<file path="config.mk">
export PLATFORM = sky130hd
export DESIGN_NAME = acc_alu_core
export DESIGN_NICKNAME = d
export VERILOG_FILES = /design/src/rtl/acc_alu_pkg.sv /design/src/rtl/acc_adder.sv /design/src/rtl/acc_result_sel.sv /design/src/rtl/acc_state_reg.sv /design/src/rtl/acc_alu_core.sv
export SDC_FILE = /design/constraint.sdc
export NUM_CORES = 1
export LEC_CHECK = 0
export ABC_AREA = 1
export ABC_CLOCK_PERIOD_IN_PS = 4350
export CAP_MARGIN = 25
export CORE_MARGIN = 10
export CORE_UTILIZATION = 35
export CTS_CLUSTER_DIAMETER = 30
export CTS_CLUSTER_SIZE = 25
export DETAILED_ROUTE_END_ITERATION = 6
export DONT_BUFFER_PORTS = 1
export PLACE_DENSITY = 0.49
export SYNTH_ARGS = -nofsm -noshare
export SYNTH_HDL_FRONTEND = slang
export SYNTH_SLANG_ARGS = --single-unit
</file>
<file path="constraint.sdc">
create_clock -name clk_i -period 4.35 [get_ports clk_i]
set_input_delay 0.87 -clock clk_i [delete_from_list [all_inputs] [get_ports clk_i]]
set_output_delay 0.87 -clock clk_i [all_outputs]
set_load 0.02 [all_outputs]
</file>
<file path="src/rtl/acc_alu_pkg.sv">
package acc_alu_pkg;
  typedef enum logic [1:0] {
    FN_ADD  = 2'b00,
    FN_SUB  = 2'b01,
    FN_LOAD = 2'b10,
    FN_AND  = 2'b11
  } alu_fn_e;
endpackage

</file>
<file path="src/rtl/acc_adder.sv">
module acc_adder #(
  parameter int WIDTH = 8
) (
  input  logic [WIDTH-1:0] a_i,
  input  logic [WIDTH-1:0] b_i,
  input  logic             sub_i,
  output logic [WIDTH-1:0] sum_o,
  output logic             cout_o,
  output logic             ovf_o
);
  localparam int MSB = WIDTH - 1;

  logic [WIDTH-1:0] b_eff;
  logic [WIDTH:0]   cy;

  assign b_eff = sub_i ? ~b_i : b_i;
  assign cy[0] = sub_i;

  // ripple chain; the carry into the sign bit is needed for overflow
  for (genvar i = 0; i < WIDTH; i++) begin : g_bit
    logic p, g;
    assign p         = a_i[i] ^ b_eff[i];
    assign g         = a_i[i] & b_eff[i];
    assign sum_o[i]  = p ^ cy[i];
    assign cy[i+1]   = g | (p & cy[i]);
  end

  assign cout_o = cy[WIDTH];
  assign ovf_o  = cy[WIDTH] ^ cy[MSB];

  // carry-based overflow must match the operand/result sign rule
  always_comb begin
    assert_sign_ovf_R4: assert (ovf_o ==
      ((a_i[MSB] == b_eff[MSB]) && (sum_o[MSB] != a_i[MSB])))
      else $error("overflow disagrees with sign rule");
  end
endmodule

</file>
<file path="src/rtl/acc_result_sel.sv">
module acc_result_sel
  import acc_alu_pkg::*;
#(
  parameter int WIDTH = 8
) (
  input  alu_fn_e          fn_i,
  input  logic [WIDTH-1:0] acc_i,
  input  logic [WIDTH-1:0] opnd_i,
  input  logic [WIDTH-1:0] sum_i,
  input  logic             cout_i,
  input  logic             ovf_i,
  input  logic             c_q_i,
  input  logic             v_q_i,
  output logic [WIDTH-1:0] res_o,
  output logic             c_nx_o,
  output logic             v_nx_o
);
  always_comb begin
    res_o  = sum_i;
    c_nx_o = c_q_i;
    v_nx_o = v_q_i;
    unique case (fn_i)
      FN_ADD, FN_SUB: begin
        res_o  = sum_i;
        c_nx_o = cout_i;
        v_nx_o = ovf_i;
      end
      FN_LOAD: res_o = opnd_i;
      FN_AND:  res_o = acc_i & opnd_i;
      default: res_o = sum_i;
    endcase
  end
endmodule

</file>
<file path="src/rtl/acc_state_reg.sv">
module acc_state_reg #(
  parameter int WIDTH = 8
) (
  input  logic             clk_i,
  input  logic             rst_ni,
  input  logic             en_i,
  input  logic [WIDTH-1:0] res_i,
  input  logic             c_nx_i,
  input  logic             v_nx_i,
  output logic [WIDTH-1:0] acc_q_o,
  output logic             c_q_o,
  output logic             v_q_o,
  output logic             n_q_o,
  output logic             z_q_o
);
  localparam int MSB = WIDTH - 1;

  always_ff @(posedge clk_i or negedge rst_ni) begin
    if (!rst_ni) begin
      acc_q_o <= '0;
      c_q_o   <= 1'b0;
      v_q_o   <= 1'b0;
      n_q_o   <= 1'b0;
      z_q_o   <= 1'b0;
    end else if (en_i) begin
      acc_q_o <= res_i;
      c_q_o   <= c_nx_i;
      v_q_o   <= v_nx_i;
      n_q_o   <= res_i[MSB];
      z_q_o   <= (res_i == '0);
    end
  end

  assert_hold_R2: assert property (@(posedge clk_i) disable iff (!rst_ni)
    !en_i |=> $stable({acc_q_o, c_q_o, v_q_o, n_q_o, z_q_o}));

  assert_nz_track_R7: assert property (@(posedge clk_i) disable iff (!rst_ni)
    en_i |=> (z_q_o == (acc_q_o == '0)) && (n_q_o == acc_q_o[MSB]));
endmodule

</file>
<file path="src/rtl/acc_alu_core.sv">
module acc_alu_core
  import acc_alu_pkg::*;
#(
  parameter int WIDTH = 8
) (
  input  logic             clk_i,
  input  logic             rst_ni,
  input  logic             en_i,
  input  logic [1:0]       fn_sel_i,
  input  logic             drive_en_i,
  input  logic [WIDTH-1:0] bus_i,
  output logic [WIDTH-1:0] acc_o,
  output logic             drive_o,
  output logic             carry_o,
  output logic             ovf_o,
  output logic             neg_o,
  output logic             zero_o
);
  alu_fn_e          fn;
  logic [WIDTH-1:0] sum, res, acc_q;
  logic             cout, add_ovf, c_nx, v_nx;
  logic             c_q, v_q, n_q, z_q;

  assign fn = alu_fn_e'(fn_sel_i);

  acc_adder #(.WIDTH(WIDTH)) u_adder (
    .a_i    (acc_q),
    .b_i    (bus_i),
    .sub_i  (fn == FN_SUB),
    .sum_o  (sum),
    .cout_o (cout),
    .ovf_o  (add_ovf)
  );

  acc_result_sel #(.WIDTH(WIDTH)) u_sel (
    .fn_i   (fn),
    .acc_i  (acc_q),
    .opnd_i (bus_i),
    .sum_i  (sum),
    .cout_i (cout),
    .ovf_i  (add_ovf),
    .c_q_i  (c_q),
    .v_q_i  (v_q),
    .res_o  (res),
    .c_nx_o (c_nx),
    .v_nx_o (v_nx)
  );

  acc_state_reg #(.WIDTH(WIDTH)) u_state (
    .clk_i   (clk_i),
    .rst_ni  (rst_ni),
    .en_i    (en_i),
    .res_i   (res),
    .c_nx_i  (c_nx),
    .v_nx_i  (v_nx),
    .acc_q_o (acc_q),
    .c_q_o   (c_q),
    .v_q_o   (v_q),
    .n_q_o   (n_q),
    .z_q_o   (z_q)
  );

  assign acc_o   = acc_q;
  assign drive_o = drive_en_i;
  assign carry_o = c_q;
  assign ovf_o   = v_q;
  assign neg_o   = n_q;
  assign zero_o  = z_q;

  assert_load_capture_R5: assert property (@(posedge clk_i) disable iff (!rst_ni)
    (en_i && fn_sel_i == 2'b10) |=> (acc_o == $past(bus_i)) && $stable({carry_o, ovf_o}));

  assert_and_keeps_cv_R6: assert property (@(posedge clk_i) disable iff (!rst_ni)
    (en_i && fn_sel_i == 2'b11) |=> $stable({carry_o, ovf_o}));

  assert_reset_clear_R1: assert property (@(posedge clk_i)
    !rst_ni |-> (acc_o == '0) && !carry_o && !ovf_o && !neg_o && !zero_o);
endmodule

</file>
# Word level (Yosys, flattened, before mapping)
# Index checks and enable logic that the tools add are counted.
dict set report word_totals {
  mem_count 0
  reg_bits 12
  ramBits 0
  output_inout_bits 13
  latchBits 0
  in_bits 14
  mem_bits_ro 0
}
dict set report op_classes {
  add_sub_neg 0
  muxes 2
  bitwise 43
  n_shift 0
  mul 0
  div_mod_pow 0
  magnitude_cmp 0
  n_reduce_logical 4
  n_eq_ne 3
}
# cell n
set ops {}
lappend ops {{one-hot mux 8 bit (3 select lines)} 1}
lappend ops {{XOR 1 bit} 17}
lappend ops {{AND 1 bit} 16}
lappend ops {{AND 8 bit} 1}
lappend ops {{zero test 8 bit} 1}
lappend ops {{two-way mux 8 bit} 1}
lappend ops {{NOT 8 bit} 1}
lappend ops {{bitwise OR 1 bit} 8}
lappend ops {{== test 2 bit (second input constant)} 2}
lappend ops {{== test 2 x 1 -> 1 bit (second input constant)} 1}
lappend ops {{zero test 2 bit} 1}
lappend ops {{AND reduction 2 bit} 1}
lappend ops {{OR reduction 2 bit} 1}

# Longest topological paths before layout
dict set report logic_depth {
  depth_word 20
  ltp_mapped 17
}

# Hierarchy
# Synthesis repeated with hierarchy kept, for this count alone.
dict set report unflattened {
  hier_cells 182
  hier_area_um2 1104.8
}
# mod cells_per_inst seq_area_each_um2 area_each_um2 n_inst
set by_module_without_submodules {}
lappend by_module_without_submodules {acc_state_reg 53 275.3 484.2 1}
lappend by_module_without_submodules {acc_adder 61 0.0 350.3 1}
lappend by_module_without_submodules {acc_result_sel 65 0.0 252.7 1}
lappend by_module_without_submodules {acc_alu_core 3 0.0 17.5 1}

# Worst setup path before layout
# OpenSTA, ideal clock, no wires.
dict set report synth_timing {
  kind {input to register}
  from {in fn_sel_i[0]}
  to {reg u_state.z_q_o}
  path_slack_ps -186
  n_path_buf 1
  path_stages 17
  required_time_ps 4275
  arrival_time_ps 4461
  cell_sequence {buf_2 > nand2_2 > xnor2_1 > fa_1 > inv_1 > fa_1 > fa_1 > fa_1 > fa_1 > fa_1 > inv_1 > fa_1 > a21boi_2 > nand2_1 > nor2_2 > nand2_1 > o21bai_2}
}
dict set report synth_via {
  elab_chain_cells 20
  word_cells_on_any_way 45
  cone_classes {3 x eq/ne; 2 x mux; 37 x bitwise; 3 x reduce/logical}
}
# element line_no
set synth_lines {}
lappend synth_lines {{from (decl)} acc_alu_core.sv:9} ;# input logic [1:0] fn_sel_i,
lappend synth_lines {{== test 2 x 1 -> 1 bit} {acc_result_sel.sv:22, acc_alu_core.sv:29}}
lappend synth_lines {{two-way mux 8 bit} acc_adder.sv:16} ;# assign b_eff = sub_i ? ~b_i : b_i;
lappend synth_lines {{XOR 1 bit} acc_adder.sv:22} ;# assign p = a_i[i] ^ b_eff[i];
lappend synth_lines {{AND 1 bit} acc_adder.sv:25} ;# assign cy[i+1] = g | (p & cy[i]);
lappend synth_lines {{bitwise OR 1 bit} acc_adder.sv:25}
lappend synth_lines {{AND 1 bit} acc_adder.sv:25}
lappend synth_lines {{bitwise OR 1 bit} acc_adder.sv:25}
lappend synth_lines {{AND 1 bit} acc_adder.sv:25}
lappend synth_lines {{(+4 left out)} -}
lappend synth_lines {{bitwise OR 1 bit} acc_adder.sv:25}
lappend synth_lines {{AND 1 bit} acc_adder.sv:25}
lappend synth_lines {{bitwise OR 1 bit} acc_adder.sv:25}
lappend synth_lines {{AND 1 bit} acc_adder.sv:25}
lappend synth_lines {{bitwise OR 1 bit} acc_adder.sv:25}
lappend synth_lines {{XOR 1 bit} acc_adder.sv:24} ;# assign sum_o[i] = p ^ cy[i];
lappend synth_lines {{one-hot mux 8 bit (3 select lines) (*)} acc_result_sel.sv:22} ;# unique case (fn_i)
lappend synth_lines {{zero test 8 bit (*)} acc_state_reg.sv:30} ;# z_q_o <= (res_i == '0);
lappend synth_lines {{to (signal assigned)} acc_state_reg.sv:30}
lappend synth_lines {{to (decl)} acc_state_reg.sv:14} ;# output logic z_q_o
# Mark *: on every way between the ends. The rest lies on a longest branch, timed or not.
# A chain may end at the register's enable or synchronous reset.

# Worst setup path in the final report
dict set report layout_timing {
  from {in fn_sel_i[1]}
  to {reg u_state.z_q_o}
}
# The elaborated chain is that of the path after synthesis.

==> results.md <==
* Clock latency on the worst-skew pair at 0.27 ns
* CP dominant cell by count: fa_1
* Die Span X at 71.33 microns
* Global Route Usage Sum at 9.025%
* Clk_skew at 0.003039 ns
* Drt pass-1 iters at 3
* Critical path arrival at 4.33 ns
* Final #Nets at 142
* Clk root buf: clkbuf_4
* Crit share post-route at 94.77%
* Crit end category: flip-flop
* Routed length per instance at 14.45 microns
* Area grow syn2layout at 8.955%
* Vias in the first global route at 721
* Synthesis-stage register bit count at 11
* Antenna Nets Post-Route at 0
* Pre-CTS setup slack at -0.1106 ns
* DR WL met2 at 985 microns
* Num CTS Buffers at 3
* TritonCTS clock tree: done
* Iteration-0 DRC Markers at 22
* Most frequent cells in the layout: 34 x nand2_1, 16 x inv_1, 11 x dfrtp_1, 7 x nor2_1
* Max Cap Viol at 0
* Clk sinks at 11
* Final Hold Vio Count at 0
* Final Max Tran Viols at 0
* Final std cells w/o fill at 149
* Core Area at 2500 sq um
* Multi-input logic area at 571.8 sq um
* Final Setup Violations at 0
* Startpoint type of the worst setup path: input pin
* IR drop worst, VDD at 0.0002116 V
* Register area share after synthesis at 29.85%
* R2r setup slk at 0.44 ns
* RR Startpoint: u_state.acc_q_o[0]
* Yosys top cell area share at 29.85%
* Full die area at 5088 sq um
* Worst r2r path cells at 16
* Global-route wire length before repair at 3726 microns
* Cell variety after synth at 24
* Pin count of the biggest net entering global routing at 19
* Hold Path Class: in2async
* Max-slew headroom at 67.16%
* WP buf/inv at 3
* PwrDens at 457.5 nW/um^2
* Gr ovfl total at 0
* Worst-path cell chain: clkinvlp_4 -> nand2_8 -> xnor2_2 -> fa_2 -> inv_1 -> fa_1 -> fa_1 -> fa_1 -> fa_2 -> fa_2 -> inv_1 -> fa_1 -> a21boi_2 -> nand2_1 -> nor2_2 -> nand2_1 -> o21bai_2
* Post-Syn Area at 922.1 sq um
* Critical Path Stages at 17
* Min cycle time layout at 4.122 ns
* Worst Max-Slew Pin Slew at 0.4926 ns
* Die Ht at 71.33 microns
* Hold Buf Count CTS at 0
* Final total power at 0.4597 mW
* PnR worst setup slack at 0.2275 ns
* Worst Path Class, Setup: in2reg
* Starting density of the core at 36.89%
* Vias per std cell at 4.711
* Largest cells by area after synthesis: dfrtp_1 30%, fa_1 15%, nand2_1 14%, inv_1 6.9%, xor2_1 5.7%
* # port buffers at 0
* Fin util at 40.19%
* Post-route DRC at 0
* Yosys warns at 0
* Yosys top cell by area: dfrtp_1
* Syn_nets at 140
* HPWL Detailed at 1715 microns
* Gate Count Post-Synth at 118
* Num rows at 18
* Top Layer Used: met4
* Lkg Pwr at 0.4995 nW
* Drt total wl at 2153 microns
* Synth Area per Inst at 7.815 sq um
* Clk slew on worst S/H paths at 0.08 ns
* H-Tree Depth at 1
* Initial antenna violation count at 0
* Most common cell after layout, fill and taps aside: nand2_1
* Routability cong. at 0.7265
* Critical Path Slowest Stage Cell: fa_1
* Crit path largest cell delay at 0.42 ns
* Status: complete, no violations
* Register Area at 275.3 sq um
* Critical path peak fanout at 15
* Max Clk Rate at 242.6 MHz
* Fill count at 279
* CP delay by family, top: adder cells
* RSZ-0062 raised after global routing: false
* Via count at 702
* Met1 WL at 958 microns
* Share of layout cells above drive strength 1 at 21.01%
* Inserted Diodes at 0
* Clock Tree Buf Depth at 2
* Placed cells at 145
* I/O Pins at 27
* Worst Setup SP: fn_sel_i[1]
* Worst path required time at 4.55 ns
* Metal3 WL at 200 microns
[repair_timing]
item | CTS | global route
endpoints found under the hold margin | 0 | 0
setup buffers | 0 | 0
gates resized for setup | 0 | 3
setup endpoints to repair | 0 | 1
[where the power goes]
group | switching, mW | internal (mW) | leakage, nW
Clock | 0.0374 | 0.0355 | 0.0150
Sequential | 0.0705 | 0.132 | 0.135
Combinational | 0.0984 | 0.0858 | 0.349
Total | 0.206 | 0.253 | 0.499
[kinds of logic after synthesis]
family	share of synthesized area, %
flip-flops	29.85
AO/OA/AOI/OAI	9.225
adder cells (fa/ha/maj)	16.55
buffers and inverters	11.67
AND/OR/NAND/NOR	23.88
XOR/XNOR	7.599
multiplexers	1.221
[layout make-up]
cell class	count	share of cell area (%)
clock buffers	4	2.615
inverters	18	7.098
multi-input cells	83	56.91
flip-flops and latches	11	27.40
well taps	30	3.736
repair buffers	3	2.242
[sequential cells by signal (all words and copies together), names as in the netlist]
name and cells:
u_state.z_q_o 1, u_state.c_q_o 1, u_state.v_q_o 1, u_state.acc_q_o 7, u_state.n_q_o 1
[through the flow]
| step | cell area (sq um) | hold slack, ns | TNS, ns |
|---|---|---|---|
| after global placement | 969.7 | 0.5748 | -0.007692 |
| final | 1005 | 0.2858 | 0 |
| after floorplan | 952.2 | 0.5744 | 0 |
| after detailed placement | 969.7 | 0.5748 | -0.1106 |
| after CTS | 996.0 | 0.2713 | 0 |
| after global routing | 1005 | 0.2661 | 0 |
[path summary, 6_finish.rpt]
| check | endpoint |
|---|---|
| max | u_state.z_q_o |
| min in group clk_i | u_state.v_q_o |
| min | u_state.acc_q_o[5] |
| max reg2reg | u_state.z_q_o |
| min reg2reg | u_state.v_q_o |
| max in group asynchronous | u_state.v_q_o |
[layer usage]
layer / up-vias / track usage, %
li1: 350 / -
met1: 336 / 10.17
met2: 14 / 14.71
met3: 2 / 4.270
met4: 0 / 2.796
met5: - / 0
[synthesized netlist by cell type]
cell and instances:
nor2_2 1, a21boi_2 1, buf_4 2, mux2_2 1, buf_6 1, inv_1 17, ha_1 1, o21bai_2 1
o21ai_1 1, xnor2_1 2, buf_2 2, clkbuf_1 1, fa_1 7, nand2_2 4, nor2_1 7, o21a_1 1
a21oi_1 3, o21ai_0 7, nand2_1 34, nand3_1 2, or2_2 4, inv_2 1, xor2_1 6, dfrtp_1 11
No activity file was read; power rests on OpenSTA's default activity.
